### config.mk
export PLATFORM = sky130hd
export DESIGN_NAME = dac_front
export DESIGN_NICKNAME = d
export VERILOG_FILES = /design/src/rtl/dacfe_pkg.sv /design/src/rtl/dacfe_sync.sv /design/src/rtl/dacfe_wport.sv /design/src/rtl/dacfe_modes.sv /design/src/rtl/dacfe_codereg.sv /design/src/rtl/dac_front.sv
export SDC_FILE = /design/constraint.sdc
export NUM_CORES = 1
export LEC_CHECK = 0
export ABC_AREA = 1
export BUFFER_PORTS_ARGS = -buffer_cell sky130_fd_sc_hd__buf_2
export CORE_AREA = 2 2 69 71
export CTS_CLUSTER_SIZE = 28
export DETAILED_ROUTE_END_ITERATION = 16
export DIE_AREA = 0 0 71 73
export GPL_ROUTABILITY_DRIVEN = 0
export HOLD_SLACK_MARGIN = 0.03
export PLACE_DENSITY = 0.72
export SYNTH_ARGS = -nofsm -noshare
export SYNTH_HDL_FRONTEND = slang
export SYNTH_HIERARCHICAL = 1
export SYNTH_SLANG_ARGS = --single-unit
### constraint.sdc
create_clock -name clk -period 1.3 [get_ports clk]
set_input_delay 0.065 -clock clk [delete_from_list [all_inputs] [get_ports clk]]
set_output_delay 0.065 -clock clk [all_outputs]
set_load 0.005 [all_outputs]
### src/rtl/dacfe_pkg.sv
package dacfe_pkg;

  localparam int BUS_W  = 8;
  localparam int CODE_W = 12;
  localparam int CTL_W  = 5;
  localparam int ADDR_W = 2;

  // destination decode
  localparam logic [ADDR_W-1:0] ADR_LOW    = 2'd0;
  localparam logic [ADDR_W-1:0] ADR_HIGH   = 2'd1;
  localparam logic [ADDR_W-1:0] ADR_UNUSED = 2'd2;
  localparam logic [ADDR_W-1:0] ADR_CTL    = 2'd3;

  // control register field positions
  localparam int CB_SPEED = 0;
  localparam int CB_PDOWN = 1;
  localparam int CB_OPEN  = 2;
  localparam int CB_REF0  = 3;
  localparam int CB_REF1  = 4;

  typedef enum logic [1:0] {
    REF_EXTERNAL = 2'd0,
    REF_INT_HIGH = 2'd1,
    REF_INT_LOW  = 2'd2
  } ref_src_e;

  // fast unless both the pin and the bit ask for slow
  function automatic logic speed_fast(input logic pin, input logic bitv);
    return pin | bitv;
  endfunction

  // running only with the pin high and the bit clear
  function automatic logic powered_down(input logic pin, input logic bitv);
    return ~(pin & ~bitv);
  endfunction

  // output follows when the load pin is low or the follow bit is set
  function automatic logic code_follows(input logic load_pin_n, input logic bitv);
    return ~load_pin_n | bitv;
  endfunction

  function automatic ref_src_e ref_pick(input logic [1:0] code);
    case (code)
      2'b01:   return REF_INT_HIGH;
      2'b10:   return REF_INT_LOW;
      default: return REF_EXTERNAL;
    endcase
  endfunction

endpackage

### src/rtl/dacfe_sync.sv
module dacfe_sync #(
  parameter int             W       = 1,
  parameter int             STAGES  = 2,
  parameter logic [W-1:0]   RST_VAL = '0
) (
  input  logic         clk,
  input  logic         rst_n,
  input  logic [W-1:0] d,
  output logic [W-1:0] q
);

  generate
    if (STAGES <= 1) begin : g_single
      logic [W-1:0] r;
      always_ff @(posedge clk or negedge rst_n) begin
        if (!rst_n) r <= RST_VAL;
        else        r <= d;
      end
      assign q = r;
    end else begin : g_chain
      logic [STAGES-1:0][W-1:0] r;
      always_ff @(posedge clk or negedge rst_n) begin
        if (!rst_n) r <= {STAGES{RST_VAL}};
        else        r <= {r[STAGES-2:0], d};
      end
      assign q = r[STAGES-1];
    end
  endgenerate

endmodule

### src/rtl/dacfe_wport.sv
module dacfe_wport
  import dacfe_pkg::*;
#(
  parameter int BUS_W_P = BUS_W,
  parameter int HI_W    = CODE_W - BUS_W,
  parameter int CTL_W_P = CTL_W
) (
  input  logic               clk,
  input  logic               rst_n,
  input  logic               wr_n_s,
  input  logic               sel_n_s,
  input  logic [ADDR_W-1:0]  addr_s,
  input  logic [BUS_W_P-1:0] data_s,
  output logic [BUS_W_P-1:0] lo_q,
  output logic [HI_W-1:0]    hi_q,
  output logic [CTL_W_P-1:0] ctl_q,
  output logic               wr_strobe
);

  logic wr_prev;

  always_ff @(posedge clk or negedge rst_n) begin
    if (!rst_n) wr_prev <= 1'b1;
    else        wr_prev <= wr_n_s;
  end

  // rising edge of the synchronized strobe, qualified by select
  assign wr_strobe = wr_n_s & ~wr_prev & ~sel_n_s;

  always_ff @(posedge clk or negedge rst_n) begin
    if (!rst_n) begin
      lo_q  <= '0;
      hi_q  <= '0;
      ctl_q <= '0;
    end else if (wr_strobe) begin
      case (addr_s)
        ADR_LOW:  lo_q  <= data_s;
        ADR_HIGH: hi_q  <= data_s[HI_W-1:0];
        ADR_CTL:  ctl_q <= data_s[CTL_W_P-1:0];
        default:  ;
      endcase
    end
  end

  assert_quiet_R1: assert property (@(posedge clk) disable iff (!rst_n)
    !wr_strobe |=> ($stable(lo_q) && $stable(hi_q) && $stable(ctl_q)));

  assert_low_load_R2: assert property (@(posedge clk) disable iff (!rst_n)
    (wr_strobe && addr_s == ADR_LOW) |=> (lo_q == $past(data_s) && $stable(hi_q)));

  assert_ctl_load_R3: assert property (@(posedge clk) disable iff (!rst_n)
    (wr_strobe && addr_s == ADR_CTL) |=> (ctl_q == $past(data_s[CTL_W_P-1:0]) && $stable(lo_q)));

  assert_gap_addr_R4: assert property (@(posedge clk) disable iff (!rst_n)
    (wr_strobe && addr_s == ADR_UNUSED) |=> ($stable(lo_q) && $stable(hi_q) && $stable(ctl_q)));

endmodule

### src/rtl/dacfe_modes.sv
module dacfe_modes
  import dacfe_pkg::*;
#(
  parameter int CTL_W_P = CTL_W
) (
  input  logic               speed_s,
  input  logic               power_s,
  input  logic               load_n_s,
  input  logic [CTL_W_P-1:0] ctl_q,
  output logic               fast_mode,
  output logic               power_down,
  output logic               code_open,
  output logic [1:0]         ref_sel
);

  ref_src_e ref_now;

  always_comb begin
    fast_mode  = speed_fast(speed_s, ctl_q[CB_SPEED]);
    power_down = powered_down(power_s, ctl_q[CB_PDOWN]);
    code_open  = code_follows(load_n_s, ctl_q[CB_OPEN]);
    ref_now    = ref_pick({ctl_q[CB_REF1], ctl_q[CB_REF0]});
    ref_sel    = ref_now;
  end

endmodule

### src/rtl/dacfe_codereg.sv
module dacfe_codereg #(
  parameter int CODE_W_P = 12
) (
  input  logic                clk,
  input  logic                rst_n,
  input  logic                open,
  input  logic [CODE_W_P-1:0] hold_word,
  output logic [CODE_W_P-1:0] code_q
);

  always_ff @(posedge clk or negedge rst_n) begin
    if (!rst_n)    code_q <= '0;
    else if (open) code_q <= hold_word;
  end

  assert_hold_R7: assert property (@(posedge clk) disable iff (!rst_n)
    !open |=> $stable(code_q));

  assert_follow_R7: assert property (@(posedge clk) disable iff (!rst_n)
    open |=> (code_q == $past(hold_word)));

endmodule

### src/rtl/dac_front.sv
module dac_front
  import dacfe_pkg::*;
#(
  parameter int SYNC_STAGES = 2
) (
  input  logic              clk,
  input  logic              rst_n,
  input  logic [BUS_W-1:0]  bus_data,
  input  logic [ADDR_W-1:0] bus_addr,
  input  logic              chip_sel_n,
  input  logic              wr_n,
  input  logic              load_n,
  input  logic              speed_in,
  input  logic              power_in,
  output logic [CODE_W-1:0] code_out,
  output logic              fast_mode,
  output logic              power_down,
  output logic              code_open,
  output logic [1:0]        ref_sel
);

  localparam int HI_W   = CODE_W - BUS_W;
  localparam int SYNC_W = 5 + ADDR_W + BUS_W;
  localparam logic [SYNC_W-1:0] SYNC_RST =
    {1'b1, 1'b1, 1'b1, 1'b0, 1'b0, {ADDR_W{1'b0}}, {BUS_W{1'b0}}};

  logic [SYNC_W-1:0] raw_bus, sync_bus;
  logic              wr_n_s, sel_n_s, load_n_s, speed_s, power_s;
  logic [ADDR_W-1:0] addr_s;
  logic [BUS_W-1:0]  data_s;
  logic [BUS_W-1:0]  lo_q;
  logic [HI_W-1:0]   hi_q;
  logic [CTL_W-1:0]  ctl_q;
  logic              wr_strobe;

  assign raw_bus = {wr_n, chip_sel_n, load_n, speed_in, power_in, bus_addr, bus_data};
  assign {wr_n_s, sel_n_s, load_n_s, speed_s, power_s, addr_s, data_s} = sync_bus;

  dacfe_sync #(.W(SYNC_W), .STAGES(SYNC_STAGES), .RST_VAL(SYNC_RST)) u_sync (
    .clk(clk), .rst_n(rst_n), .d(raw_bus), .q(sync_bus)
  );

  dacfe_wport #(.BUS_W_P(BUS_W), .HI_W(HI_W), .CTL_W_P(CTL_W)) u_wport (
    .clk(clk), .rst_n(rst_n), .wr_n_s(wr_n_s), .sel_n_s(sel_n_s),
    .addr_s(addr_s), .data_s(data_s), .lo_q(lo_q), .hi_q(hi_q),
    .ctl_q(ctl_q), .wr_strobe(wr_strobe)
  );

  dacfe_modes #(.CTL_W_P(CTL_W)) u_modes (
    .speed_s(speed_s), .power_s(power_s), .load_n_s(load_n_s), .ctl_q(ctl_q),
    .fast_mode(fast_mode), .power_down(power_down), .code_open(code_open),
    .ref_sel(ref_sel)
  );

  dacfe_codereg #(.CODE_W_P(CODE_W)) u_code (
    .clk(clk), .rst_n(rst_n), .open(code_open), .hold_word({hi_q, lo_q}),
    .code_q(code_out)
  );

  assert_fast_pin_R5: assert property (@(posedge clk) disable iff (!rst_n)
    speed_s |-> fast_mode);

  assert_slow_only_R5: assert property (@(posedge clk) disable iff (!rst_n)
    !fast_mode |-> (!speed_s && !ctl_q[CB_SPEED]));

  assert_running_R6: assert property (@(posedge clk) disable iff (!rst_n)
    !power_down |-> (power_s && !ctl_q[CB_PDOWN]));

  assert_ref_legal_R8: assert property (@(posedge clk) disable iff (!rst_n)
    ref_sel != 2'd3);

endmodule

==> out/summary.log <==
qor: clock_network.cts.sink_count 60
qor: routing.topRoutingLayerUsed met4
qor: critical_path.critical_path.reg2reg.endpoint u_wport/lo_q[3]
qor: power.pwr-share-seq 53.4%
qor: place.preCtsSetupSlack 30.6 ps
qor: critical_path.setup_slack_of_the_most_critical_reg_to_reg_path 100 ps
qor: cells_and_area.drive_gt1_share 27.9%
qor: timing.layout_min_cycle_time 1200 ps
qor: global_routing.first_global_vias 1323
qor: cells_and_area.antenna_cells 0
qor: timing.finalSetupTns 0 ps
qor: place.place.port_buffers 33
qor: critical_path.worst_path_max_fanout 8
qor: power.internal-power 3.21 mW
qor: floorplan.chipWidth 71 µm
qor: yosys.yosys.cell_types.count 12
qor: critical_path.cp.arrival 1410 ps
qor: timing.final-hold-violation-count 0
qor: timing.setup_violations 0
qor: timing.slew_viol_final 0
qor: routing.routed_via_density 4.25
qor: routing.total_met2_wirelength_after_detailed_routing 1580 µm
qor: critical_path.timing.critical_path.from_type register
qor: critical_path.cp_required 1510 ps
qor: yosys.ys.warnings.count 6
qor: global_routing.pin_count_of_the_biggest_net_entering_global_routing 61
qor: routing.wl_met1 1450 µm
qor: timing.fin_worst_hold_slack 273 ps
qor: power.finalPower 4.23 mW
qor: yosys.postSynthCellCount 190
qor: clock_network.source_to_sink_clock_delay_at_the_later_pin_of_the_worst_skew_pair 320 ps
qor: global_routing.grt_antenna_before_repair 0
qor: critical_path.critical_path.most_common_cell sky130_fd_sc_hd__nand2_1
qor: cells_and_area.mostFrequentLayoutCells 73 x sky130_fd_sc_hd__nand2_1, 53 x sky130_fd_sc_hd__dfrtp_1, 33 x sky130_fd_sc_hd__buf_2
qor: floorplan.placeableCoreArea 4540 µm²
qor: power.p_switching 1.02 mW
qor: floorplan.std_cell_rows 25
qor: power.comb_power_share 11.8%
qor: yosys.synth_area_leader_cell sky130_fd_sc_hd__dfrtp_1
qor: yosys.syn-mean-instance-area 11.2 µm²
qor: job.max_cap_viol_count 0
qor: yosys.synth_sequential_area_ratio 70.8%
qor: cells_and_area.postLayoutCellArea 2610 µm²
qor: power.max-vdd-ir-drop 1.10 mV
qor: timing.tightest_slew 328 ps
qor: clock_network.cts_tree built
qor: routing.via_count 1250
qor: cells_and_area.fin_nets 252
qor: critical_path.worstSetupEndpointType register
qor: routing.drt_drc_violations_left 0
qor: power.clock_power_share 34.8%
qor: timing.grt_setup_unrepaired yes
qor: power.leakagePower 1.36 nW
qor: clock_network.h-tree-depth 3
qor: yosys.synth.net_count 207
qor: routing.first_pass_iters 5
qor: floorplan.io_pins 34
qor: critical_path.timing.rr.start u_sync/q[14]
qor: timing.finalClockSkew 5.03 ps
qor: yosys.post_synth_instance_area 2130 µm²
qor: place.postPlaceCellArea 2260 µm²
qor: yosys.post_synthesis_register_bit_count 60
qor: clock_network.total_clock_buffers_created_by_cts 9
qor: routing.wl_met3 184 µm
qor: critical_path.critPathBufInv 1
qor: cells_and_area.final.fill_count 386
qor: critical_path.slowest_stage sky130_fd_sc_hd__dfstp_2
qor: global_routing.wire_length_of_the_first_global_routing_pass 5900 µm
qor: routing.routed_wl_per_cell 11.2 µm
qor: global_routing.grt_usage 15.8%
qor: clock_network.cts_post_setup_buffers_inserted 0
qor: routing.drtAntennaViolNets 0
qor: critical_path.timing.reg2reg.worst_path_depth 5
qor: timing.worst_slew_margin_rel 78.1%
qor: critical_path.crit_path_max_incr_delay 550 ps
qor: global_routing.grt_overflow_total 0
qor: timing.timing.final.ws_setup 101 ps
qor: critical_path.worst-setup-path-type register to register
qor: clock_network.cts.reportedPaths.clkPinSlew 60 ps
qor: timing.maxClockFrequency 834 MHz
qor: worst_hold_path.min-delay-path-class input pin to asynchronous set/reset pin
qor: routing.drt_first_iter_violations 93
qor: clock_network.cts-root-to-sink-buffers 2
qor: outcome.run_status finished, final reports clean
qor: yosys.synthTopCellsByArea sky130_fd_sc_hd__dfrtp_1 62%, sky130_fd_sc_hd__nand2_1 13%, sky130_fd_sc_hd__dfstp_2 8.6%, sky130_fd_sc_hd__buf_4 5.6%, sky130_fd_sc_hd__nand3_1 4.2%
qor: power.pwrdens 1620 nW/µm²
qor: cells_and_area.flow.area_growth_from_synthesis 22.1%
qor: floorplan.die-area 5180 µm²
qor: floorplan.die_height 73 µm
qor: timing.final_min_period_over_clock_period 92.2%
qor: cells_and_area.mostFrequentLayoutCell sky130_fd_sc_hd__nand2_1
qor: clock_network.cts.root.buffer_cell sky130_fd_sc_hd__clkbuf_8
qor: routing.detail_route.wirelength 3290 µm
qor: critical_path.crit_path_cell_chain inv_1, nor2_2, nand3_2, nand2_1, nand2_1
qor: place.dp_hpwl 2100 µm
qor: critical_path.cpLargestDelayFamily flip-flops
qor: power.proportion_of_total_power_due_to_net_switching 24.1%
qor: floorplan.initial_utilization 47.0%
qor: yosys.yosys.area.top_type_share 62.2%
[metrics by stage]
| stage | util, % | instances |
|---|---|---|
| final | 57.4 | 294 |
| after global routing | 57.4 | 294 |
| after CTS | 57.3 | 294 |
| after detailed placement | 49.8 | 262 |
| after global placement | 49.8 | 262 |
| after floorplan | - | 190 |
[synthesized netlist by cell type (all sizes together)]
master	count
inv	11
nand3	20
nor2	6
dfrtp	53
nand2	75
dfstp	7
buf	18
[area by class of cell]
| type | instances | area (µm²) | area share, % |
|---|---|---|---|
| inverter | 11 | 41.3 | 1.59 |
| sequential | 60 | 1510 | 58.0 |
| tap | 54 | 67.6 | 2.59 |
| timing repair buffer | 52 | 360 | 13.8 |
| multi-input combinational | 101 | 444 | 17.1 |
| clock buffer | 15 | 176 | 6.77 |
| clock inverter | 1 | 5.00 | 0.192 |
[kinds of logic after synthesis]
kind of cell  after synthesis  synth area share [%]
simple gates              101                  20.6
buf+inv                    29                  8.62
flops                      60                  70.8
[sequential cells by signal (all words and copies together) (netlist names)]
register	cells
u_wport/hi_q	4
u_sync/g_chain.r	15
u_wport/lo_q	8
u_wport/wr_prev	1
u_code/code_q	12
u_wport/ctl_q	5
u_sync/q	15
[metal layers]
metal	vias to the layer above	track usage (%)
met1	544	18.6
met3	8	4.56
met2	43	24.6
li1	655	-
met5	-	0
met4	0	11.9
[repair_timing]
item,in CTS,in global routing
gates resized for setup,0,2
hold buffers,16,0
endpoints found under the hold margin,75,0
endpoints found under the setup margin,0,15
[worst max-delay path by stage]
stage                       from         endpoint  slack, ps  cells after the start
finish              u_sync/q[14]  u_wport/lo_q[3]        100                      5
global route        u_sync/q[14]  u_wport/lo_q[6]         -1                      5
CTS                 u_sync/q[12]        code_open         10                      2
detailed placement  u_sync/q[14]  u_wport/lo_q[3]         30                      5
global placement    u_sync/q[14]  u_wport/lo_q[4]         80                      5
floorplan           u_sync/q[14]  u_wport/lo_q[0]         90                      6
[power groups by stage]
| stage | registers, mW | clock network [mW] | logic (mW) |
|---|---|---|---|
| after global placement | 2.28 | 0 | 0.450 |
| after detailed placement | 2.29 | 0 | 0.472 |
| after global routing | 2.30 | 1.60 | 0.589 |
| after floorplan | 2.26 | 0 | 0.287 |
| final | 2.26 | 1.47 | 0.500 |
| after CTS | 2.26 | 1.53 | 0.510 |
[tightest hold or removal path, delay by kind of cell]
kind / cells / cell delay, ps
buffers and inverters: 3 / 910
Note: power is estimated with default switching activity, not from simulation.
